## config.mk

```make
export PLATFORM = sky130hd
export DESIGN_NAME = fifo_retransmit
export DESIGN_NICKNAME = d
export VERILOG_FILES = /design/src/rtl/rtx_pkg.sv /design/src/rtl/rtx_ctrl.sv /design/src/rtl/rtx_dp.sv /design/src/rtl/fifo_retransmit.sv
export SDC_FILE = /design/constraint.sdc
export NUM_CORES = 1
export LEC_CHECK = 0
export ABC_AREA = 1
export BUFFER_PORTS_ARGS = -buffer_cell sky130_fd_sc_hd__buf_2
export CELL_PAD_IN_SITES_DETAIL_PLACEMENT = 0
export CELL_PAD_IN_SITES_GLOBAL_PLACEMENT = 1
export CORE_MARGIN = 1
export CORE_UTILIZATION = 27
export DETAILED_ROUTE_END_ITERATION = 6
export PLACE_DENSITY_LB_ADDON = 0.1
export SETUP_SLACK_MARGIN = 0.02
export SLEW_MARGIN = 20
export SYNTH_ARGS = -nofsm -noshare
export SYNTH_HDL_FRONTEND = slang
export SYNTH_SLANG_ARGS = --single-unit
```

## constraint.sdc

```tcl
create_clock -name clk -period 1.29 [get_ports clk]
set_input_delay 0.258 -clock clk [delete_from_list [all_inputs] [get_ports clk]]
set_output_delay 0.258 -clock clk [all_outputs]
set_load 0.01 [all_outputs]
```

## src/rtl/rtx_pkg.sv

```systemverilog
package rtx_pkg;

  typedef struct packed {
    logic loadPtr;
    logic markEmpty;
    logic releaseEmpty;
    logic flagErr;
  } rtxStrobes_t;

  typedef enum logic {
    ST_IDLE = 1'b0,
    ST_HOLD = 1'b1
  } rtxState_t;

endpackage

```

## src/rtl/rtx_ctrl.sv

```systemverilog
module rtx_ctrl
  import rtx_pkg::*;
(
  input  logic        clk,
  input  logic        rstN,
  input  logic        rtN,
  input  logic        renN,
  input  logic        wenN,
  input  logic        fwftMode,
  input  logic        countOk,
  input  logic        cntNonZero,
  output rtxStrobes_t strobes
);

  logic      rtPrev;
  logic      renPrev;
  logic      wenPrev;
  logic      start;
  logic      enablesIdle;
  rtxState_t state;
  rtxState_t stateNext;

  // Sampled copies of the request and both enables from the previous edge
  always_ff @(posedge clk or negedge rstN) begin
    if (!rstN) begin
      rtPrev  <= 1'b1;
      renPrev <= 1'b1;
      wenPrev <= 1'b1;
    end else begin
      rtPrev  <= rtN;
      renPrev <= renN;
      wenPrev <= wenN;
    end
  end

  assign start       = rtPrev & ~rtN;
  assign enablesIdle = renPrev & wenPrev;

  always_comb begin
    strobes   = '0;
    stateNext = state;
    unique case (state)
      ST_IDLE: begin
        if (start) begin
          if (enablesIdle && countOk) begin
            strobes.loadPtr   = 1'b1;
            strobes.markEmpty = ~fwftMode;
            if (!fwftMode) stateNext = ST_HOLD;
          end else begin
            strobes.flagErr = 1'b1;
          end
        end
      end
      ST_HOLD: begin
        if (cntNonZero) begin
          strobes.releaseEmpty = 1'b1;
          stateNext            = ST_IDLE;
        end
      end
      default: stateNext = ST_IDLE;
    endcase
  end

  always_ff @(posedge clk or negedge rstN) begin
    if (!rstN) state <= ST_IDLE;
    else       state <= stateNext;
  end

  // a reload is never issued on two consecutive edges
  p_single_start_r3: assert property (@(posedge clk) disable iff (!rstN)
    strobes.loadPtr |=> !strobes.loadPtr);

  // accept and reject are exclusive within one cycle
  p_accept_xor_reject_r11: assert property (@(posedge clk) disable iff (!rstN)
    !(strobes.loadPtr && strobes.flagErr));

endmodule

```

## src/rtl/rtx_dp.sv

```systemverilog
module rtx_dp
  import rtx_pkg::*;
#(
  parameter int DEPTH = 16384,
  parameter int CNT_W = $clog2(DEPTH + 2)
) (
  input  logic             clk,
  input  logic             rstN,
  input  logic             rtN,
  input  logic             fwftMode,
  input  logic [CNT_W-1:0] wrCount,
  input  rtxStrobes_t      strobes,
  output logic             countOk,
  output logic             cntNonZero,
  output logic             ptrReload,
  output logic             forceEmpty,
  output logic             setupErr
);

  // Largest legal count: D-2, where D is DEPTH or DEPTH+1
  localparam logic [CNT_W-1:0] STD_MAX  = CNT_W'(DEPTH - 2);
  localparam logic [CNT_W-1:0] FWFT_MAX = CNT_W'(DEPTH - 1);

  logic [CNT_W-1:0] countMax;

  assign countMax   = fwftMode ? FWFT_MAX : STD_MAX;
  assign cntNonZero = (wrCount != '0);
  assign countOk    = cntNonZero && (wrCount <= countMax);

  always_ff @(posedge clk or negedge rstN) begin
    if (!rstN) begin
      ptrReload  <= 1'b0;
      forceEmpty <= 1'b0;
      setupErr   <= 1'b0;
    end else begin
      ptrReload <= strobes.loadPtr;
      if (strobes.markEmpty)         forceEmpty <= 1'b1;
      else if (strobes.releaseEmpty) forceEmpty <= 1'b0;
      if (strobes.flagErr)           setupErr <= 1'b1;
      else if (strobes.loadPtr)      setupErr <= 1'b0;
    end
  end

  p_reload_pulse_r2: assert property (@(posedge clk) disable iff (!rstN)
    ptrReload |=> !ptrReload);

  p_reload_after_rt_r2: assert property (@(posedge clk) disable iff (!rstN)
    ptrReload |-> !$past(rtN));

  p_err_no_reload_r4: assert property (@(posedge clk) disable iff (!rstN)
    $rose(setupErr) |-> !ptrReload);

  p_empty_with_reload_r8: assert property (@(posedge clk) disable iff (!rstN)
    $rose(forceEmpty) |-> ptrReload);

  p_release_r8: assert property (@(posedge clk) disable iff (!rstN)
    (forceEmpty && !ptrReload && wrCount != '0) |=> !forceEmpty);

  p_hold_empty_r9: assert property (@(posedge clk) disable iff (!rstN)
    (forceEmpty && wrCount == '0) |=> forceEmpty);

  p_fwft_quiet_r10: assert property (@(posedge clk) disable iff (!rstN)
    (ptrReload && $past(fwftMode)) |-> !forceEmpty);

endmodule

```

## src/rtl/fifo_retransmit.sv

```systemverilog
module fifo_retransmit
  import rtx_pkg::*;
#(
  parameter int DEPTH = 16384,
  parameter int CNT_W = $clog2(DEPTH + 2)
) (
  input  logic             clk,
  input  logic             rstN,
  input  logic             rtN,
  input  logic             renN,
  input  logic             wenN,
  input  logic             fwftMode,
  input  logic [CNT_W-1:0] wrCount,
  output logic             ptrReload,
  output logic             forceEmpty,
  output logic             setupErr
);

  rtxStrobes_t strobes;
  logic        countOk;
  logic        cntNonZero;

  rtx_ctrl uCtrl (
    .clk        (clk),
    .rstN       (rstN),
    .rtN        (rtN),
    .renN       (renN),
    .wenN       (wenN),
    .fwftMode   (fwftMode),
    .countOk    (countOk),
    .cntNonZero (cntNonZero),
    .strobes    (strobes)
  );

  rtx_dp #(.DEPTH(DEPTH), .CNT_W(CNT_W)) uDp (
    .clk        (clk),
    .rstN       (rstN),
    .rtN        (rtN),
    .fwftMode   (fwftMode),
    .wrCount    (wrCount),
    .strobes    (strobes),
    .countOk    (countOk),
    .cntNonZero (cntNonZero),
    .ptrReload  (ptrReload),
    .forceEmpty (forceEmpty),
    .setupErr   (setupErr)
  );

endmodule

```

# Yosys cells after proc, flatten, opt, wreduce, memory -nomap -nowiden

Index checks and enable logic that the tools add are counted.

Register bits after elaboration: 7
Word-level logic and storage cells: 36
Output and inout port bits: 3

Multiplexer cells: 18
Reduce and logical (&&, ||, !) cells: 5
Bitwise logic cells: 5
$lt $le $gt $ge: 1

Operator list:

| kind                               | number |
|---|---|
| <= comparator 15 bit               | 1 |
| nonzero test 15 bit                | 1 |
| two-way mux 1 bit                  | 14 |
| two-way mux 2 bit                  | 3 |
| nonzero test 2 bit                 | 2 |
| NOT 1 bit                          | 3 |
| AND 1 bit                          | 2 |
| logical AND 1 bit                  | 2 |
| one-hot mux 1 bit (2 select lines) | 1 |

# Depth between registers and ports, before layout

Depth after elaboration: 9
Depth in mapped cells: 9
Gate-level depth less buffers: 9

# Hierarchy

Synthesis repeated with hierarchy kept, for this count alone.

Cell total of the unflattened synthesis: 64
Area, all modules: 419.2 sq um

Modules (own cells, without submodules):

| module   | area each (sq um) | cells each | instances |
|---|---|---|---|
| rtx_dp   | 239.0             | 42         | 1 |
| rtx_ctrl | 180.2             | 22         | 1 |

# Worst setup path before layout

OpenSTA, ideal clock, no wires.

Path type: input-to-reg
Start: input port wrCount[0]
End: register uCtrl.state
Stages: 8
Slack: 0.244 ns
Arrival time: 0.926 ns
Required time: 1.170 ns
Cell sequence: inv_1 -> ha_1 -> inv_1 -> nand4_1 -> nor2_1 -> nand2_1 -> nand4_1 -> nand2_1

Longest elaborated chain between the ends: 6

Ends and longest elaborated chain:

| element                                                            | line                       | text |
|---|---|---|
| from (decl)                                                        | fifo_retransmit.sv:13      | `input logic [CNT_W-1:0] wrCount,` |
| <= comparator 15 bit / nonzero test 15 bit (equally long branches) | rtx_dp.sv:28, rtx_dp.sv:27 |  |
| logical AND 1 bit                                                  | rtx_dp.sv:28               | `assign countOk = cntNonZero && (wrCount <= countMax);` |
| logical AND 1 bit                                                  | rtx_ctrl.sv:45             | `if (enablesIdle && countOk) begin` |
| two-way mux 1 bit                                                  | rtx_ctrl.sv:45             |  |
| two-way mux 1 bit                                                  | rtx_ctrl.sv:44             | `if (start) begin` |
| one-hot mux 1 bit (2 select lines) (*)                             | rtx_ctrl.sv:42             | `unique case (state)` |
| via uCtrl.stateNext                                                | rtx_ctrl.sv:21             | `rtxState_t stateNext;` |
| to (signal assigned)                                               | rtx_ctrl.sv:66             | `else state <= stateNext;` |
| to (decl)                                                          | rtx_ctrl.sv:20             | `rtxState_t state;` |

Mark *: on every way through the listed nets, which the timed path passes. The rest lies on a longest branch.
A chain may end at the register's enable or synchronous reset.

# Worst setup path in the final report

Start: register uCtrl.rtPrev
End: register uDp.setupErr

Longest elaborated chain between the ends: 4

Ends and longest elaborated chain:

| element                                                        | line           | text |
|---|---|---|
| from (decl)                                                    | rtx_ctrl.sv:15 | `logic rtPrev;` |
| from (signal assigned)                                         | rtx_ctrl.sv:30 | `rtPrev <= rtN;` |
| AND 1 bit (*)                                                  | rtx_ctrl.sv:36 | `assign start = rtPrev & ~rtN;` |
| two-way mux 1 bit / two-way mux 2 bit (equally long branches)  | rtx_ctrl.sv:44 |  |
| two-way mux 1 bit / two-way mux 2 bit (equally long branches)  | rtx_ctrl.sv:42 |  |
| two-way mux 1 bit / nonzero test 2 bit (equally long branches) | --             |  |
| to (signal assigned)                                           | rtx_dp.sv:34   | `setupErr <= 1'b0;` |
| to (signal assigned)                                           | rtx_dp.sv:39   | `if (strobes.flagErr) setupErr <= 1'b1;` |
| to (signal assigned)                                           | rtx_dp.sv:40   | `else if (strobes.loadPtr) setupErr <= 1'b0;` |
| to (decl)                                                      | rtx_dp.sv:17   | `output logic setupErr` |

Mark *: on every way between the ends. The rest lies on a longest branch, timed or not.

==> metrics <==
Yosys warnings 0; vias about 390; endpoints failing hold 0; P&R area growth vs syn 41.8%; Hold Startpoint renN; Skew-Pair Late Insertion Delay around 0.24 ns; top cells by area, synth dfrtp_1 (25%), dfstp_2 (19%), nand2_1 (12%); clk slew on worst S/H paths 0.05 ns; register area share after synthesis between 40 and 50%; fill cell count around 140; starting density of the core 30.1%; post-route ant nets 0; Buffers & Inverters on Critical Path 1; synth cell count leaders nand2_1 (13), inv_1 (10), nor2_1 (7); largest net degree at the start of global routing 8; GP Congestion ~0.72; Post-Layout Cell Count between 90 and 100; Tightest Pin Transition 0.145 ns; number of synthesized flops with an enable pin 0; post-layout util 42.7%; Synth Register Bits 7; antenna violations before repair 0; CTS tree yes; Leakage about 0.00032 uW; first-pass GRT wire length roughly 1.1 mm; part of the power in registers 46.9%; hold path depth 1; Die Wd 40.8 um; R2R depth 5; Fmax roughly 950 MHz; status completed; Worst Path Required about 1.4 ns; vias in the first global route between 300 and 400; fin. max-slew vios 0; Worst Hold Path EP uCtrl.renPrev$_DFF_PN1_; final net count between 100 and 150; switching power ~120 uW; Post-CTS Setup Repair Bufs 0; Cell Count Post-Placement 91; die area about 1700 um2; origin of the critical flop-to-flop path uCtrl.rtPrev$_DFF_PN1_; crit-path cells nand3b_1, nor2_2, nand3_2, nand2_1, inv_1; DP HPWL approximately 650 um; H-tree depth 1; slowest CP cell dfstp_2; Worst path top cell family by delay flip-flops; DRT Pass-1 Iters 2; Die Height just over 40 um; VDD IR max about 0.53 mV; row cnt 13; wire per inst ~7.7 um; routed vias/inst 4.01; post-layout min period ~1.1 ns; CTS Buf Count 3; Setup Viol. Count Final 0; final WL 735 um; Root Driver clkbuf_4; net count after synthesis 75; drt first-iter violations 3; max incr delay on CP 0.51 ns; Final Cycle Share between 80% and 90%; Final Skew roughly 0.0021 ns; Sw Ratio 22.7%; antenna cells 0; Post-synth ARST share 100%; Remaining DRCs 0; GRT Overall Usage 10.8%; reg2reg setup slack 0.24 ns; Yosys top cell area share 24.6%; power per cell area between 900 and 1000 nW/um2; synthesized area per cell about 7.7 um2; kind of critical path flip-flop to flip-flop; clock sink count 7; Max clock buf depth 2; I/O pin cnt 24; Comb pwr share 17.8%; total gr overflow 0; Max FO, Critical Path 2; RSZ-0062 raised after global routing false; biggest area consumer among synthesized cells dfrtp_1; Worst Setup Start Kind flip-flop; max_cap viols 0; setup TNS 0 ns; layout cells sized above 1 a little under half; Core Region 1350 um2; Clock Power Share 35.3%; worst hold-check path type input port to flip-flop; R2R Path End uDp.setupErr$_DFFE_PN0P_; worst slack at placement ~0.054 ns; most common cell in the netlist nand2_1; Post-Syn Area 407 um2; internal power just over 400 uW; synth unique cells 13; Rel. slew slack 90.3%; final worst setup slack approximately 0.24 ns; Critical Path End Type flip-flop; Arr. time, crit path about 1.2 ns; port bufs 23; Most used DFF post-synth dfrtp_1; Cells after Synth 53
==> power groups by stage <==
stage	Combinational, uW	Sequential (uW)	Clock, uW
after floorplan	32.6	253	0
after global placement	92.9	248	0
after detailed placement	92.7	248	0
after CTS	95.4	244	194
after global routing	107	246	205
final	93.0	244	184
==> through the flow <==
step / total power [uW] / hold slack [ns] / cell area (um2)
final: 521 / 0.114 / 577
after global routing: 558 / 0.0996 / 577
after CTS: 534 / 0.104 / 577
after detailed placement: 340 / 0.0915 / 541
after global placement: 341 / 0.0952 / 541
after floorplan: 286 / -0.0376 / 407
==> worst reg2reg max path, cell delays in order (launching register included) <==
cell	delay, ns
dfstp_2	0.51
nand3b_1	0.11
nor2_2	0.13
nand3_2	0.10
nand2_1	0.07
inv_1	0.03
==> flip-flops by register name, summed over array words and instances (netlist names) <==
name            flops
uCtrl.renPrev       1
uDp.ptrReload       1
uCtrl.rtPrev        1
uCtrl.wenPrev       1
uCtrl.state         1
uDp.setupErr        1
uDp.forceEmpty      1
==> layout by cell type, fill, tap and decap left out, drive strengths merged <==
cell and n:
inv 10, nand4 3, dlygate4sd3 1, nand3 3, ha 1, dfstp 3
dfrtp 4, nand3b 2, clkbuf 4, nand2 15, nor2 12, buf 23
==> what timing repair did <==
item,CTS,global route
endpoints found under the hold margin,4,0
gates resized for setup,0,0
hold buffers,1,0
==> how the worst max path moves through the flow <==
| stage | slack [ns] | from | cells past startpoint | endpoint |
|---|---|---|---|---|
| after global placement | 0.07 | wrCount[0] | 9 | uCtrl.state$_DFF_PN0_ |
| after CTS | 0.23 | uCtrl.rtPrev$_DFF_PN1_ | 5 | uDp.setupErr$_DFFE_PN0P_ |
| final | 0.24 | uCtrl.rtPrev$_DFF_PN1_ | 5 | uDp.setupErr$_DFFE_PN0P_ |
| after detailed placement | 0.05 | fwftMode | 8 | uCtrl.state$_DFF_PN0_ |
| after global routing | 0.19 | uCtrl.rtPrev$_DFF_PN1_ | 5 | uDp.setupErr$_DFFE_PN0P_ |
| after floorplan | 0.24 | wrCount[0] | 8 | uCtrl.state$_DFF_PN0_ |
==> kinds of logic (layout without fill, tap and decap cells) <==
logic type | after synthesis | after routing | synth area share [%]
adders and majority gates | 1 | 1 | 3.08
buffers and inverters | 10 | 38 | 9.23
DFF | 7 | 7 | 44.0
and+or+nand+nor | 35 | 35 | 43.7
==> layout make-up <==
class                           instances  area, um2  share of cell area (%)
Tap cell                               15       18.8                    3.25
Clock buffer                            4       26.3                    4.56
Timing Repair Buffer                   24        125                    21.7
Sequential cell                         7        179                    31.0
Multi-Input combinational cell         36        190                    33.0
Inverter                               10       37.5                    6.51
==> layer usage <==
layer	vias to the layer above	track usage [%]	share of wire, %
li1	217	-	-
met1	151	10.2	44
met2	17	18.4	47
met3	0	3.26	9.0
met4	0	10.0	0
met5	-	0	0
No activity file was read; power rests on OpenSTA's default activity.
